## src/rtl/rx_addr_filter_pkg.sv

```systemverilog
package rx_addr_filter_pkg;

  localparam int ADDR_BYTES = 6;
  localparam logic [31:0] CRC_POLY = 32'hEDB88320;
  localparam logic [31:0] CRC_INIT = 32'hFFFFFFFF;

  // strobes from control to datapath
  typedef struct packed {
    logic frmBegin;
    logic frmShift;
    logic listBegin;
    logic listShift;
    logic listCommit;
    logic decide;
  } strobes_t;

  function automatic logic [31:0] crcByte(input logic [31:0] crcIn, input logic [7:0] data);
    logic [31:0] c;
    logic fb;
    c = crcIn;
    for (int i = 0; i < 8; i++) begin
      fb = c[0] ^ data[i];
      c  = c >> 1;
      if (fb) c = c ^ CRC_POLY;
    end
    return c;
  endfunction

endpackage

```

## src/rtl/rx_addr_filter_ctrl.sv

```systemverilog
module rx_addr_filter_ctrl
  import rx_addr_filter_pkg::*;
#(
  parameter int MAX_ENTRIES = 64,
  parameter int CNT_W       = 16
) (
  input  logic             clk,
  input  logic             rstN,
  input  logic             frmStart,
  input  logic             frmByteValid,
  input  logic             mcStart,
  input  logic [CNT_W-1:0] mcByteCnt,
  input  logic             mcByteValid,
  output strobes_t         stb
);

  localparam int CNTF_W = $clog2(ADDR_BYTES + 1);
  localparam int ENT_W  = $clog2(MAX_ENTRIES + 1);

  logic [CNTF_W-1:0] frmCnt;
  logic [CNTF_W-1:0] byteIdx;
  logic [ENT_W-1:0]  entriesLeft;
  logic              decidePend;

  logic [CNT_W-1:0]  entryRaw;
  logic [ENT_W-1:0]  entryCap;
  logic takeFrm, lastByte, takeList, entryDone;

  always_comb begin
    entryRaw  = mcByteCnt / CNT_W'(ADDR_BYTES);
    entryCap  = (entryRaw > CNT_W'(MAX_ENTRIES)) ? ENT_W'(MAX_ENTRIES) : entryRaw[ENT_W-1:0];
    takeFrm   = !frmStart && frmByteValid && (frmCnt != CNTF_W'(ADDR_BYTES));
    lastByte  = takeFrm && (frmCnt == CNTF_W'(ADDR_BYTES - 1));
    takeList  = !mcStart && mcByteValid && (entriesLeft != '0);
    entryDone = takeList && (byteIdx == CNTF_W'(ADDR_BYTES - 1));
  end

  always_ff @(posedge clk or negedge rstN) begin
    if (!rstN) begin
      frmCnt      <= '0;
      byteIdx     <= '0;
      entriesLeft <= '0;
      decidePend  <= 1'b0;
    end else begin
      decidePend <= lastByte;
      if (frmStart) frmCnt <= '0;
      else if (takeFrm) frmCnt <= frmCnt + 1'b1;
      if (mcStart) begin
        entriesLeft <= entryCap;
        byteIdx     <= '0;
      end else if (takeList) begin
        if (entryDone) begin
          byteIdx     <= '0;
          entriesLeft <= entriesLeft - 1'b1;
        end else begin
          byteIdx <= byteIdx + 1'b1;
        end
      end
    end
  end

  always_comb begin
    stb.frmBegin   = frmStart;
    stb.frmShift   = takeFrm;
    stb.listBegin  = mcStart;
    stb.listShift  = takeList;
    stb.listCommit = entryDone;
    stb.decide     = decidePend;
  end


  entry_cap_chk: assert property (@(posedge clk) disable iff (!rstN)
    entriesLeft <= ENT_W'(MAX_ENTRIES));


  frm_count_chk: assert property (@(posedge clk) disable iff (!rstN)
    frmCnt <= CNTF_W'(ADDR_BYTES));


  decide_after_six_chk: assert property (@(posedge clk) disable iff (!rstN)
    stb.decide |-> frmCnt == CNTF_W'(ADDR_BYTES));

endmodule

```

## src/rtl/rx_addr_filter_dp.sv

```systemverilog
module rx_addr_filter_dp
  import rx_addr_filter_pkg::*;
#(
  parameter int LEN_W     = 14,
  parameter int MINLEN_W  = 8,
  parameter int HASH_W    = 6,
  parameter int FLOOR_LEN = 5
) (
  input  logic                  clk,
  input  logic                  rstN,
  input  strobes_t              stb,
  input  logic                  cfgPromisc,
  input  logic                  cfgBcastOff,
  input  logic                  cfgMcastOn,
  input  logic [MINLEN_W-1:0]   cfgMinLen,
  input  logic [8*ADDR_BYTES-1:0] stationAddr,
  input  logic [LEN_W-1:0]      frmLen,
  input  logic [7:0]            frmByte,
  input  logic [7:0]            mcByte,
  output logic                  decValid,
  output logic                  decAccept,
  output logic                  decGroup
);

  localparam int ADDR_W = 8 * ADDR_BYTES;
  localparam int BINS   = 2 ** HASH_W;
  localparam int CMP_W  = (LEN_W > MINLEN_W) ? LEN_W : MINLEN_W;

  logic [LEN_W-1:0]  lenReg;
  logic [ADDR_W-1:0] destReg;
  logic [31:0]       frmCrc, listCrc, listCrcNext;
  logic [BINS-1:0]   hashTable;

  logic [CMP_W-1:0]  effMin;
  logic tooShort, isBcast, hashHit, nextAccept, nextGroup;

  always_comb begin
    listCrcNext = crcByte(listCrc, mcByte);
    effMin   = (CMP_W'(cfgMinLen) < CMP_W'(FLOOR_LEN)) ? CMP_W'(FLOOR_LEN) : CMP_W'(cfgMinLen);
    tooShort = CMP_W'(lenReg) < effMin;
    isBcast  = &destReg;
    hashHit  = hashTable[frmCrc[HASH_W+1:2]];
    nextAccept = 1'b0;
    nextGroup  = 1'b0;
    if (tooShort) begin
      nextAccept = 1'b0;
    end else if (cfgPromisc) begin
      nextAccept = 1'b1;
    end else if (isBcast) begin
      nextAccept = !cfgBcastOff;
      nextGroup  = !cfgBcastOff;
    end else if (destReg[0]) begin
      nextAccept = cfgMcastOn && hashHit;
      nextGroup  = cfgMcastOn && hashHit;
    end else begin
      nextAccept = (destReg == stationAddr);
    end
  end

  always_ff @(posedge clk or negedge rstN) begin
    if (!rstN) begin
      lenReg    <= '0;
      destReg   <= '0;
      frmCrc    <= CRC_INIT;
      listCrc   <= CRC_INIT;
      hashTable <= '0;
      decValid  <= 1'b0;
      decAccept <= 1'b0;
      decGroup  <= 1'b0;
    end else begin
      if (stb.frmBegin) begin
        lenReg  <= frmLen;
        destReg <= '0;
        frmCrc  <= CRC_INIT;
      end else if (stb.frmShift) begin
        destReg <= {frmByte, destReg[ADDR_W-1:8]};
        frmCrc  <= crcByte(frmCrc, frmByte);
      end
      if (stb.listBegin) begin
        hashTable <= '0;
        listCrc   <= CRC_INIT;
      end else if (stb.listShift) begin
        if (stb.listCommit) begin
          hashTable[listCrcNext[HASH_W+1:2]] <= 1'b1;
          listCrc <= CRC_INIT;
        end else begin
          listCrc <= listCrcNext;
        end
      end
      decValid  <= stb.decide;
      decAccept <= stb.decide && nextAccept;
      decGroup  <= stb.decide && nextGroup;
    end
  end


  dec_pulse_chk: assert property (@(posedge clk) disable iff (!rstN)
    decValid |=> !decValid);


  quiet_out_chk: assert property (@(posedge clk) disable iff (!rstN)
    !decValid |-> (!decAccept && !decGroup));


  group_needs_accept_chk: assert property (@(posedge clk) disable iff (!rstN)
    decGroup |-> decAccept);


  promisc_accept_chk: assert property (@(posedge clk) disable iff (!rstN)
    (decValid && $past(cfgPromisc) && !$past(tooShort)) |-> (decAccept && !decGroup));


  short_reject_chk: assert property (@(posedge clk) disable iff (!rstN)
    (decValid && $past(tooShort)) |-> !decAccept);


  list_clear_chk: assert property (@(posedge clk) disable iff (!rstN)
    stb.listBegin |=> hashTable == '0);

endmodule

```

## src/rtl/rx_addr_filter.sv

```systemverilog
module rx_addr_filter
  import rx_addr_filter_pkg::*;
#(
  parameter int LEN_W       = 14,
  parameter int MINLEN_W    = 8,
  parameter int CNT_W       = 16,
  parameter int HASH_W      = 6,
  parameter int MAX_ENTRIES = 64,
  parameter int FLOOR_LEN   = 5
) (
  input  logic                clk,
  input  logic                rstN,
  input  logic                cfgPromisc,
  input  logic                cfgBcastOff,
  input  logic                cfgMcastOn,
  input  logic [MINLEN_W-1:0] cfgMinLen,
  input  logic [47:0]         stationAddr,
  input  logic                frmStart,
  input  logic [LEN_W-1:0]    frmLen,
  input  logic                frmByteValid,
  input  logic [7:0]          frmByte,
  input  logic                mcStart,
  input  logic [CNT_W-1:0]    mcByteCnt,
  input  logic                mcByteValid,
  input  logic [7:0]          mcByte,
  output logic                decValid,
  output logic                decAccept,
  output logic                decGroup
);

  strobes_t stb;

  rx_addr_filter_ctrl #(
    .MAX_ENTRIES(MAX_ENTRIES),
    .CNT_W      (CNT_W)
  ) uCtrl (
    .clk         (clk),
    .rstN        (rstN),
    .frmStart    (frmStart),
    .frmByteValid(frmByteValid),
    .mcStart     (mcStart),
    .mcByteCnt   (mcByteCnt),
    .mcByteValid (mcByteValid),
    .stb         (stb)
  );

  rx_addr_filter_dp #(
    .LEN_W    (LEN_W),
    .MINLEN_W (MINLEN_W),
    .HASH_W   (HASH_W),
    .FLOOR_LEN(FLOOR_LEN)
  ) uDp (
    .clk        (clk),
    .rstN       (rstN),
    .stb        (stb),
    .cfgPromisc (cfgPromisc),
    .cfgBcastOff(cfgBcastOff),
    .cfgMcastOn (cfgMcastOn),
    .cfgMinLen  (cfgMinLen),
    .stationAddr(stationAddr),
    .frmLen     (frmLen),
    .frmByte    (frmByte),
    .mcByte     (mcByte),
    .decValid   (decValid),
    .decAccept  (decAccept),
    .decGroup   (decGroup)
  );

endmodule

```

## config.mk

```make
export PLATFORM = sky130hd
export DESIGN_NAME = rx_addr_filter
export DESIGN_NICKNAME = d
export VERILOG_FILES = /design/src/rtl/rx_addr_filter_pkg.sv /design/src/rtl/rx_addr_filter_ctrl.sv /design/src/rtl/rx_addr_filter_dp.sv /design/src/rtl/rx_addr_filter.sv
export SDC_FILE = /design/constraint.sdc
export NUM_CORES = 1
export LEC_CHECK = 0
export BUFFER_PORTS_ARGS = -buffer_cell sky130_fd_sc_hd__buf_2
export CAP_MARGIN = 10
export CORE_AREA = 8 8 198 200
export CTS_CLUSTER_DIAMETER = 40
export DETAILED_ROUTE_END_ITERATION = 16
export DIE_AREA = 0 0 206 208
export PLACE_DENSITY_LB_ADDON = 0.25
export REMOVE_ABC_BUFFERS = 1
export SETUP_SLACK_MARGIN = 0.1
export SLEW_MARGIN = 20
export SYNTH_ARGS = -nofsm -noshare
export SYNTH_HDL_FRONTEND = slang
export SYNTH_HIERARCHICAL = 1
export SYNTH_SLANG_ARGS = --single-unit
```

## constraint.sdc

```tcl
create_clock -name clk -period 5.54 [get_ports clk]
set_input_delay 0.554 -clock clk [delete_from_list [all_inputs] [get_ports clk]]
set_output_delay 0.554 -clock clk [all_outputs]
set_load 0.02 [all_outputs]
```

==> impl_metrics.toml <==
[clock_tree]
cts.sinks = 207
cts_tree = "done"
cts.path.max_buffers = 3
clock_insertion_delay_worst_skew_ps = 520
htreeDepth = 2
hold_buffers = 0
ctsResizeCount = 0
clk_pin_slew_ps = 50
post-cts-setup-buffers = 0
root_buffer = "clkbuf_16"
cts_buffers = 34

[die]
rows = 70
fp.dieH_um = 208
initial_core_util = 0.346
core_um2 = 36100
die_w_um = 206
dieArea_um2 = 42800
io_pins = 114

[global_routing]
antenna_found_initial = 0
grt.overflow.total = 0
grt_pass1_wl_mm = 50.1
grt_pass1_vias = 9370
grtUsageTotal = 0.141
grt_max_degree = 118

[worst_setup_path]
reg2reg_to = "uDp/destReg[7]"
critPathRequiredTime_ps = 5940
r2r_cells = 9
crit_arrival_ps = 3890
critical_path_class = "in -> reg"
r2r-start = "uCtrl/frmCnt[0]"
path_max_fanout = 12
cp-start-kind = "input pin"
reg2reg_slack_ps = 2750
end_kind = "flip-flop"

[sta]
final_hold_viol_count = 0
setup_violations = 0
rsz0062_at_grt = "false"
tns_ps = 0
fin_crit_sh = 0.629
period_minus_slack_ps = 3490
worst_slew_pin_slew_ps = 1010
finClkSkew_ps = 21.9
finalMaxSlewViolations = 0
relSlewSlack = 0.326
fmax_mhz = 287

[cells_and_area]
layout-drive-gt1-share = 0.258
area_growth_pct = 16.8
final_common_cell = "nor2_1"
antenna_cells = 0
final_cell_mix = "nor2_1 (146), dfrtp_1 (143), buf_2 (111), xnor2_1 (105), a21oi_1 (96)"
multi_input_area_um2 = 6630
fill_cells = 3579
regArea_um2 = 5260
layout.nets = 1446

[synth]
syn_inst = 1238
ys_ff_latch = 207
avgSynthCellArea_um2 = 10.1
async_flop_share = 1.00
yosys_warnings = 6
synthFlopType = "dfrtp_1"
synth_seq_area_share = 0.421
synth_cell_types = 91
synth-edff-count = 0
synthesis.area_um2 = 12500

[power]
p_per_area_nw_per_um2 = 401
peakVddDrop_mv = 0.274
power.total_w = 0.00585
p_leak_nw = 6.08

[detailed_routing]
drtAntennaViolNets = 0
vias = 9093
first_pass_iters = 5
drt_iter0_drc = 456
drc = 0
routed_wl_mm = 30.4
wl_per_cell_um = 16.8
viasPerCell = 5.01

[hold_path]
hold_path.class = "in -> async"

[placed_design]
io_buffers = 112
gp_congestion = 0.831
hpwl_mm = 20.6

[status]
outcome = "finished clean"

[run]
cap_violations = 0
==> worst max-delay path: stages <==
cell	delay (ps)
buf_2	200
and3b_1	210
or3_1	350
a32oi_2	320
and2_1	410
nand2_4	120
o221ai_2	260
a2bb2oi_2	430
o21ai_1	120
a211o_1	320
a221o_1	360
a221oi_2	230
==> layer usage <==
| metal | wire (um) | global-route usage | part of all wire |
|---|---|---|---|
| met1 | 14500 | 0.193 | 0.48 |
| met2 | 14000 | 0.223 | 0.46 |
| met3 | 1370 | 0.0249 | 0.045 |
| met4 | 569 | 0.0438 | 0.019 |
| met5 | 0 | 0 | 0 |
==> worst max path at each step <==
stage / startpoint / to / slack (ps) / cells past startpoint
2_1_floorplan: uCtrl/frmCnt[0] / uDp/destReg[0] / -670 / 7
3_3_place_gp: mcByteCnt[13] / uCtrl/entriesLeft[0] / 1580 / 12
3_5_place_dp: mcByteCnt[13] / uCtrl/entriesLeft[0] / 1590 / 12
4_1_cts: mcByteCnt[13] / uCtrl/entriesLeft[0] / 2130 / 12
5_1_grt: mcByteCnt[13] / uCtrl/entriesLeft[0] / 1890 / 12
6_report: mcByteCnt[13] / uCtrl/entriesLeft[0] / 2050 / 12
==> through the flow <==
step                      hold slack, ps  std cells  setup slack [ps]  utilization  cell area (um^2)
after floorplan                      258       1167              -667            -             12200
after global placement               390       1753              1580        0.371             13400
after detailed placement             394       1753              1590        0.371             13400
after CTS                            151       1815              2130        0.404             14600
after global routing                 174       1815              1890        0.404             14600
final                                144       1815              2050        0.404             14600
==> sequential cells by signal, summed over array words and instances, names as in the netlist <==
register           flops
uCtrl/entriesLeft      7
uDp/frmCrc            32
uCtrl/byteIdx          3
uDp/decGroup           1
uDp/decAccept          1
uDp/lenReg            14
uDp/destReg           48
uDp/decValid           1
uDp/listCrc           32
uCtrl/decidePend       1
uCtrl/frmCnt           3
uDp/hashTable         64
==> where the power goes <==
part,leakage [nW],internal (W),switching [W]
combinational,2.88,0.000790,0.000995
clock,0.578,0.00139,0.000809
sequential,2.62,0.00173,0.000134
total,6.08,0.00391,0.00194
==> cell usage after synthesis, types with 4 or more instances <==
library cell | count | area (um^2)
nor2_1 | 147 | 552
dfrtp_1 | 143 | 3580
xnor2_1 | 105 | 920
a21oi_1 | 96 | 480
inv_1 | 72 | 270
xor2_1 | 65 | 569
dfstp_2 | 64 | 1680
mux2i_1 | 55 | 551
o22ai_1 | 53 | 332
nand2_1 | 50 | 188
clkbuf_1 | 42 | 158
nand4_1 | 23 | 144
or2_2 | 22 | 138
mux2_2 | 18 | 203
ha_1 | 14 | 175
mux4_2 | 14 | 315
nor3_1 | 13 | 65.1
nor4_1 | 13 | 81.3
xnor2_2 | 13 | 211
nor2b_1 | 11 | 68.8
buf_4 | 10 | 75.1
nand3_1 | 10 | 50.1
o21ai_0 | 10 | 50.1
buf_2 | 9 | 45.0
a211o_1 | 7 | 61.3
a211oi_1 | 7 | 52.6
buf_1 | 7 | 26.3
nand2b_1 | 7 | 43.8
or2_1 | 7 | 43.8
a31oi_1 | 5 | 31.3
o2111ai_1 | 5 | 43.8
o21ai_1 | 5 | 25.0
a21o_1 | 4 | 30.0
a22oi_1 | 4 | 30.0
and2_1 | 4 | 25.0
and3_1 | 4 | 25.0
and4b_1 | 4 | 40.0
nand2_2 | 4 | 25.0
nor2_4 | 4 | 45.0
o211ai_1 | 4 | 30.0
xor2_2 | 4 | 65.1
xor3_1 | 4 | 95.1
==> cell families after synthesis <==
group,share of synthesized area
adders and majority gates,0.0140
xor gates and xnor gates,0.161
AOI/OAI and AO/OA,0.128
and+or+nand+nor,0.142
muxes,0.0856
buffers and inverters,0.0484
DFF,0.421
==> cell type report <==
cell class              instances  area share
multi-input cells             888       0.455
repair buffers                118      0.0430
inverters                      72      0.0185
clock buffers                  40      0.0649
flip-flops and latches        207       0.361
well taps                     468      0.0402
clock inverters                22      0.0183
Power figures use the tool's default switching activity.
